File: src/rtl/sqdmal_pkg.sv
// Package: shared operation encoding for the saturating doubling
// multiply-accumulate datapath.
package sqdmal_pkg;
    typedef enum logic {
        ACC_ADD = 1'b0,
        ACC_SUB = 1'b1
    } acc_op_e;
endpackage

File: src/rtl/sqdmal_dbl_mul.sv
// Module: sqdmal_dbl_mul
// Forms the doubled signed product of two narrow operands at twice their
// width. Three extreme operand pairs (min*min, min*half, half*min) are
// forced to the largest positive wide value and flagged.
// Assumes SRC_W >= 2; purely combinational.
module sqdmal_dbl_mul #(
    parameter int SRC_W = 16
) (
    input  logic signed [SRC_W-1:0]   op_a,
    input  logic signed [SRC_W-1:0]   op_b,
    output logic signed [2*SRC_W-1:0] dbl_prod,
    output logic                      forced
);
    localparam int WIDE_W = 2 * SRC_W;
    localparam logic [SRC_W-1:0]  NARROW_MIN = {1'b1, {(SRC_W-1){1'b0}}};
    localparam logic [SRC_W-1:0]  NARROW_HALF = {2'b11, {(SRC_W-2){1'b0}}};
    localparam logic [WIDE_W-1:0] WIDE_MAX = {1'b0, {(WIDE_W-1){1'b1}}};

    logic signed [WIDE_W-1:0] raw_prod;
    logic a_min, b_min, a_half, b_half;

    // Exact signed product at double width.
    assign raw_prod = WIDE_W'(op_a) * WIDE_W'(op_b);

    // Match the operands against the fixed extreme-pair table.
    always_comb begin
        a_min  = (op_a == NARROW_MIN);
        b_min  = (op_b == NARROW_MIN);
        a_half = (op_a == NARROW_HALF);
        b_half = (op_b == NARROW_HALF);
        forced = (a_min && b_min) || (a_min && b_half) || (a_half && b_min);
    end

    // Select the forced value or the doubled product.
    always_comb begin
        if (forced) dbl_prod = WIDE_MAX;
        else        dbl_prod = raw_prod <<< 1;
    end
endmodule

File: src/rtl/sqdmal_acc_sat.sv
// Module: sqdmal_acc_sat
// Adds the doubled product to, or subtracts it from, one wide accumulator
// lane. Overflow is found from operand and result signs; on overflow the
// result clamps to the wide extreme matching the accumulator's sign.
// Assumes two's-complement operands; purely combinational.
module sqdmal_acc_sat
    import sqdmal_pkg::*;
#(
    parameter int WIDE_W = 32
) (
    input  logic signed [WIDE_W-1:0] acc_lane,
    input  logic signed [WIDE_W-1:0] addend,
    input  acc_op_e                  op,
    output logic signed [WIDE_W-1:0] result,
    output logic                     ovf
);
    localparam logic [WIDE_W-1:0] WIDE_MAX = {1'b0, {(WIDE_W-1){1'b1}}};

    logic signed [WIDE_W-1:0] raw_sum;
    logic signed [WIDE_W-1:0] neg_addend;
    logic eff_sign;
    logic acc_sign;

    // Wrapping add or subtract and the sign of the effective addend.
    always_comb begin
        neg_addend = -addend;
        acc_sign   = acc_lane[WIDE_W-1];
        if (op == ACC_SUB) begin
            raw_sum  = acc_lane - addend;
            eff_sign = neg_addend[WIDE_W-1];
        end else begin
            raw_sum  = acc_lane + addend;
            eff_sign = addend[WIDE_W-1];
        end
    end

    // Sign-based overflow detection and clamping.
    always_comb begin
        ovf = (acc_sign == eff_sign) && (raw_sum[WIDE_W-1] != acc_sign);
        if (ovf) result = acc_sign ? ~WIDE_MAX : WIDE_MAX;
        else     result = raw_sum;
    end
endmodule

File: src/rtl/sqdmal_top.sv
// Module: sqdmal_top
// Lane-parallel saturating doubling multiply-accumulate (long). Each lane
// doubles a narrow signed product into a wide value and accumulates it
// with saturation. Results are registered on issue; a sticky flag gathers
// every lane saturation event until reset.
// Assumes SRC_W is 16 or 32; synchronous active-low reset.
module sqdmal_top
    import sqdmal_pkg::*;
#(
    parameter int LANES = 4,
    parameter int SRC_W = 16
) (
    input  logic                       clk,
    input  logic                       rst_n,
    input  logic                       issue,
    input  logic                       op_sub,
    input  logic [LANES*SRC_W-1:0]     src_a,
    input  logic [LANES*SRC_W-1:0]     src_b,
    input  logic [LANES*2*SRC_W-1:0]   acc_in,
    output logic [LANES*2*SRC_W-1:0]   acc_out,
    output logic                       sat_flag
);
    localparam int WIDE_W    = 2 * SRC_W;
    localparam int ACC_BUS_W = LANES * WIDE_W;

    acc_op_e                lane_op;
    logic [LANES-1:0]       lane_sat;
    logic [ACC_BUS_W-1:0]   next_acc;

    // Decode the operation select once for all lanes.
    assign lane_op = op_sub ? ACC_SUB : ACC_ADD;

    for (genvar gi = 0; gi < LANES; gi++) begin : g_lane
        logic signed [WIDE_W-1:0] dbl_prod;
        logic signed [WIDE_W-1:0] lane_res;
        logic                     forced;
        logic                     ovf;

        sqdmal_dbl_mul #(.SRC_W(SRC_W)) u_mul (
            .op_a     (src_a[gi*SRC_W +: SRC_W]),
            .op_b     (src_b[gi*SRC_W +: SRC_W]),
            .dbl_prod (dbl_prod),
            .forced   (forced)
        );

        sqdmal_acc_sat #(.WIDE_W(WIDE_W)) u_acc (
            .acc_lane (acc_in[gi*WIDE_W +: WIDE_W]),
            .addend   (dbl_prod),
            .op       (lane_op),
            .result   (lane_res),
            .ovf      (ovf)
        );

        assign next_acc[gi*WIDE_W +: WIDE_W] = lane_res;
        assign lane_sat[gi] = forced | ovf;
    end

    // Register results on issue and accumulate the sticky flag.
    always_ff @(posedge clk) begin
        if (!rst_n) begin
            acc_out  <= '0;
            sat_flag <= 1'b0;
        end else if (issue) begin
            acc_out  <= next_acc;
            sat_flag <= sat_flag | (|lane_sat);
        end
    end
endmodule

File: config.mk
export PLATFORM = sky130hd
export DESIGN_NAME = sqdmal_top
export DESIGN_NICKNAME = d
export VERILOG_FILES = /design/src/rtl/sqdmal_pkg.sv /design/src/rtl/sqdmal_dbl_mul.sv /design/src/rtl/sqdmal_acc_sat.sv /design/src/rtl/sqdmal_top.sv
export SDC_FILE = /design/constraint.sdc
export NUM_CORES = 2
export LEC_CHECK = 0
export CORE_UTILIZATION = 68
export DETAILED_ROUTE_END_ITERATION = 16
export HOLD_SLACK_MARGIN = 0.1
export PLACE_DENSITY = 0.89
export RECOVER_POWER = 100
export SYNTH_ARGS = -nofsm -noshare
export SYNTH_HDL_FRONTEND = slang
export SYNTH_HIERARCHICAL = 1
export SYNTH_SLANG_ARGS = --single-unit
File: constraint.sdc
create_clock -name clk -period 17.1 [get_ports clk]
set_input_delay 2.565 -clock clk [delete_from_list [all_inputs] [get_ports clk]]
set_output_delay 2.565 -clock clk [all_outputs]
set_load 0.1 [all_outputs]
==> results.toml <==
[setup_path]
max_stage_delay_ns = 1.84
crit_path_end_kind = "register"
worst-path-buf-inv = 3
critPathMaxFanout = 32
cp_data_required_time_ns = 17.50
r2r-start = "acc_out[27]"
crit_top_cell = "sky130_fd_sc_hd__fa_1"
slowest_cell_on_the_critical_path = "sky130_fd_sc_hd__o41ai_1"
setup.worst_path.start_class = "input port"
worstRegToRegCells = 2
type_of_the_worst_setup_path = "input port to register"
ff2ff_setup_slack_ns = 16.23
worstPathArrival_ns = 15.71
critical_path.reg2reg.endpoint = "acc_out[27]"
timing.critical_path.max_delay_family = "compound AO/OA/AOI/OAI gates"

[grt]
grtUsageTotal_pct = 38.35
first_pass_grt_wire_length_mm = 262.5
grt_busiest_layer = "met2"
grt_start_max_net_pins = 130
use_met2_pct = 64.63
vias_in_the_first_global_route = 51309
grt_remaining_overflow = 0
antenna_found_initial = 20
global_route.usage.met1_pct = 47.21
globalRouteMet3Util_pct = 7.160

[drt]
vias_per_cell = 6.057
wl_mm = 162.1
post_drt_wl_per_cell_um = 19.90
remaining_drc_errors = 0
drt_pre_antenna_iters = 8
drt_first_iter_violations = 3924
detailroute.via_count = 49347
antenna_violating_nets_post_route = 0

[timing]
layout_min_cycle_time_ns = 15.31
skew_ns = 0
finalHoldViolations = 0
final.period_utilization_pct = 89.52
slew_headroom_pct = -37.35
hold_slack_ns = 0.5099
rsz_0062_raised_after_global_routing = "false"
fin_setup_tns_ns = 0
setup_viol = 0
max_clock_freq_mhz = 65.33
max_slew.worst_pin.slew_ns = 2.053
maxSlewViolCount = 80

[die]
row_count = 106
die_w_um = 293.7
die-area_sq_um = 86260
floorplan.initialDensity_pct = 68.92
floorplan.io_pins = 389
die_height_um = 293.7
floorplan.core_area_sq_um = 83950

[yosys]
synth_warnings = 6
synth.top_cell.area_share_pct = 35.57
count_of_flip_flops_with_a_built_in_enable_after_synthesis = 0
post-synth-top-area-cell = "sky130_fd_sc_hd__fa_1"
yosys.cell_types.count = 118
netlist_instances = 6887
synth.avg_cell_area_sq_um = 8.402
fraction_of_registers_with_async_set_or_reset_after_synthesis_pct = 0
postSynthNetCount = 8623
synth.top_cells.by_area = "sky130_fd_sc_hd__fa_1 36%, sky130_fd_sc_hd__ha_1 9.7%, sky130_fd_sc_hd__inv_1 8.2%, sky130_fd_sc_hd__and2_1 5.4%, sky130_fd_sc_hd__nand2_1 4.8%"
postSynth.topFlopCell = "sky130_fd_sc_hd__dfxtp_1"
synth-seq-cells = 129
synth-seq-area-share_pct = 4.463
post_synth_instance_area_sq_um = 57860

[placed_design]
place.gp.congestion = 0.9905
dpl.cell_count = 8094
place_hpwl_mm = 131.6
portBuffers = 388

[hold_path]
hp-start = "acc_out[107]"
worstHoldEndpoint = "acc_out[107]"
min_delay_path_depth = 2
timing.hold.worst.class = "register to register"

[outcome]
violations = "max-capacitance violations, max-slew violations"
run_status = "finished with violations"

[cells_and_area]
multi_input_comb_area_sq_um = 48670
share_of_final_layout_standard_cells_stronger_than_drive_strength_1_pct = 2.117
layout-area-overhead-vs-synth_pct = 7.203
stdcell_count = 8147
seq_area_sq_um = 2582
finalNetCount = 8715
filler_instances = 6346

[cts]
cts_tree = "done"
post_cts_resized = 0
number_of_clock_buffers_inserted_by_tritoncts = 17
clockBufferDepth = 2
postCtsSetupBuffers = 0
cts.hold.buffers_added = 0
insertion_delay_ns = 0.46
cts.sink_count = 129
cts-root-buf = "sky130_fd_sc_hd__clkbuf_16"
path_clk_slew_ns = 0.06
htreeDepth = 4

[flow_run]
max-cap-violations = 3
-- worst max path at each step --
| stage | startpoint | end | slack, ns | depth (start not counted) |
|---|---|---|---|---|
| floorplan | src_a[59] | sat_flag | 5.32 | 38 |
| global placement | src_a[9] | sat_flag | 2.56 | 36 |
| detailed placement | src_b[5] | sat_flag | 2.37 | 37 |
| CTS | src_b[5] | sat_flag | 2.83 | 37 |
| global route | src_b[17] | acc_out[53] | 1.04 | 36 |
| finish | src_b[17] | acc_out[59] | 1.79 | 35 |
-- per-stage QoR --
step,setup slack [ns],util [%],cell area (sq um)
after detailed placement,2.370,73.43,61640
after global placement,2.562,73.43,61640
after floorplan,5.323,-,57860
after global routing,1.042,73.86,62010
after CTS,2.833,74.11,62220
final,1.792,73.89,62030
-- worst reg2reg max path, stage by stage, from the launching register on --
cell	delay [ns]
sky130_fd_sc_hd__dfxtp_1	0.44
sky130_fd_sc_hd__mux2i_1	0.14
sky130_fd_sc_hd__nor2b_1	0.21
-- cell usage after synthesis (22+ instances only) --
cell type,n
sky130_fd_sc_hd__mux2i_1,139
sky130_fd_sc_hd__buf_6,23
sky130_fd_sc_hd__a31oi_1,40
sky130_fd_sc_hd__and2_1,498
sky130_fd_sc_hd__ha_1,448
sky130_fd_sc_hd__o21a_1,85
sky130_fd_sc_hd__a211oi_1,22
sky130_fd_sc_hd__nor2_1,247
sky130_fd_sc_hd__o21ai_0,236
sky130_fd_sc_hd__inv_1,1259
sky130_fd_sc_hd__clkbuf_1,263
sky130_fd_sc_hd__xor2_1,90
sky130_fd_sc_hd__and3_1,35
sky130_fd_sc_hd__or3_1,24
sky130_fd_sc_hd__nor2b_1,163
sky130_fd_sc_hd__nor3_1,74
sky130_fd_sc_hd__a221oi_2,33
sky130_fd_sc_hd__nand2_1,742
sky130_fd_sc_hd__o21ai_1,32
sky130_fd_sc_hd__nand3_1,56
sky130_fd_sc_hd__a21o_1,95
sky130_fd_sc_hd__nand2b_1,91
sky130_fd_sc_hd__a21oi_1,326
sky130_fd_sc_hd__nand4_1,29
sky130_fd_sc_hd__nor4_1,57
sky130_fd_sc_hd__dfxtp_1,129
sky130_fd_sc_hd__fa_1,1028
sky130_fd_sc_hd__a221oi_1,26
sky130_fd_sc_hd__xnor2_1,246
-- final cells by class --
cell class                      instances  area share, %
Antenna cell                           21        0.08472
Clock buffer                           18         0.6919
Clock inverter                         14         0.2380
Inverter                             1260          7.625
Multi-Input combinational cell       5165          78.46
Sequential cell                       129          4.163
Tap cell                             1134          2.287
Timing Repair Buffer                  406          6.455
-- sequential cells by signal, indices dropped and copies added (netlist names) --
name,flops
acc_out,128
sat_flag,1
-- kinds of logic (layout without fill, tap and decap cells) --
kind of cell	Yosys count	count (layout)	synth area share (%)
xor+xnor	338	338	5.164
simple gates	2106	2106	18.80
mux	146	146	2.547
buf+inv	1593	1698	11.06
other cells	0	21	0
flops	129	129	4.463
fa+ha+maj	1479	1479	45.31
compound gates	1096	1096	12.66
-- per-layer routing --
| layer | wire length (um) | vias up | part of all wire (%) |
|---|---|---|---|
| met5 | 46 | - | 0.028 |
| met4 | 8965 | 8 | 5.5 |
| met3 | 14410 | 656 | 8.9 |
| met2 | 78020 | 2362 | 48 |
| met1 | 60670 | 24303 | 37 |
| li1 | - | 22018 | - |
-- placed cells by master (no fill, tap or decap), drive strengths merged, types with 9 or more instances in the layout --
| cell | instances |
|---|---|
| inv | 1266 |
| fa | 1028 |
| nand2 | 745 |
| and2 | 500 |
| ha | 448 |
| a21oi | 332 |
| o21ai | 285 |
| clkdlybuf4s50 | 250 |
| nor2 | 250 |
| xnor2 | 246 |
| nor2b | 163 |
| mux2i | 139 |
| dlygate4sd3 | 134 |
| dfxtp | 129 |
| a21o | 97 |
| nand2b | 91 |
| xor2 | 90 |
| o21a | 85 |
| nor3 | 75 |
| nor4 | 67 |
| a221oi | 59 |
| nand3 | 57 |
| a31oi | 40 |
| and3 | 37 |
| nand4 | 29 |
| or3 | 25 |
| a211oi | 23 |
| o211ai | 22 |
| clkbuf | 22 |
| diode | 21 |
| or4 | 21 |
| o21bai | 19 |
| buf | 18 |
| o31ai | 15 |
| o22ai | 14 |
| a21boi | 13 |
| a31o | 11 |
| a211o | 10 |
| or2 | 10 |
| a221o | 9 |
Power is not shown: default switching activity piles up to over one toggle a cycle in this logic, so the estimate is an artifact.
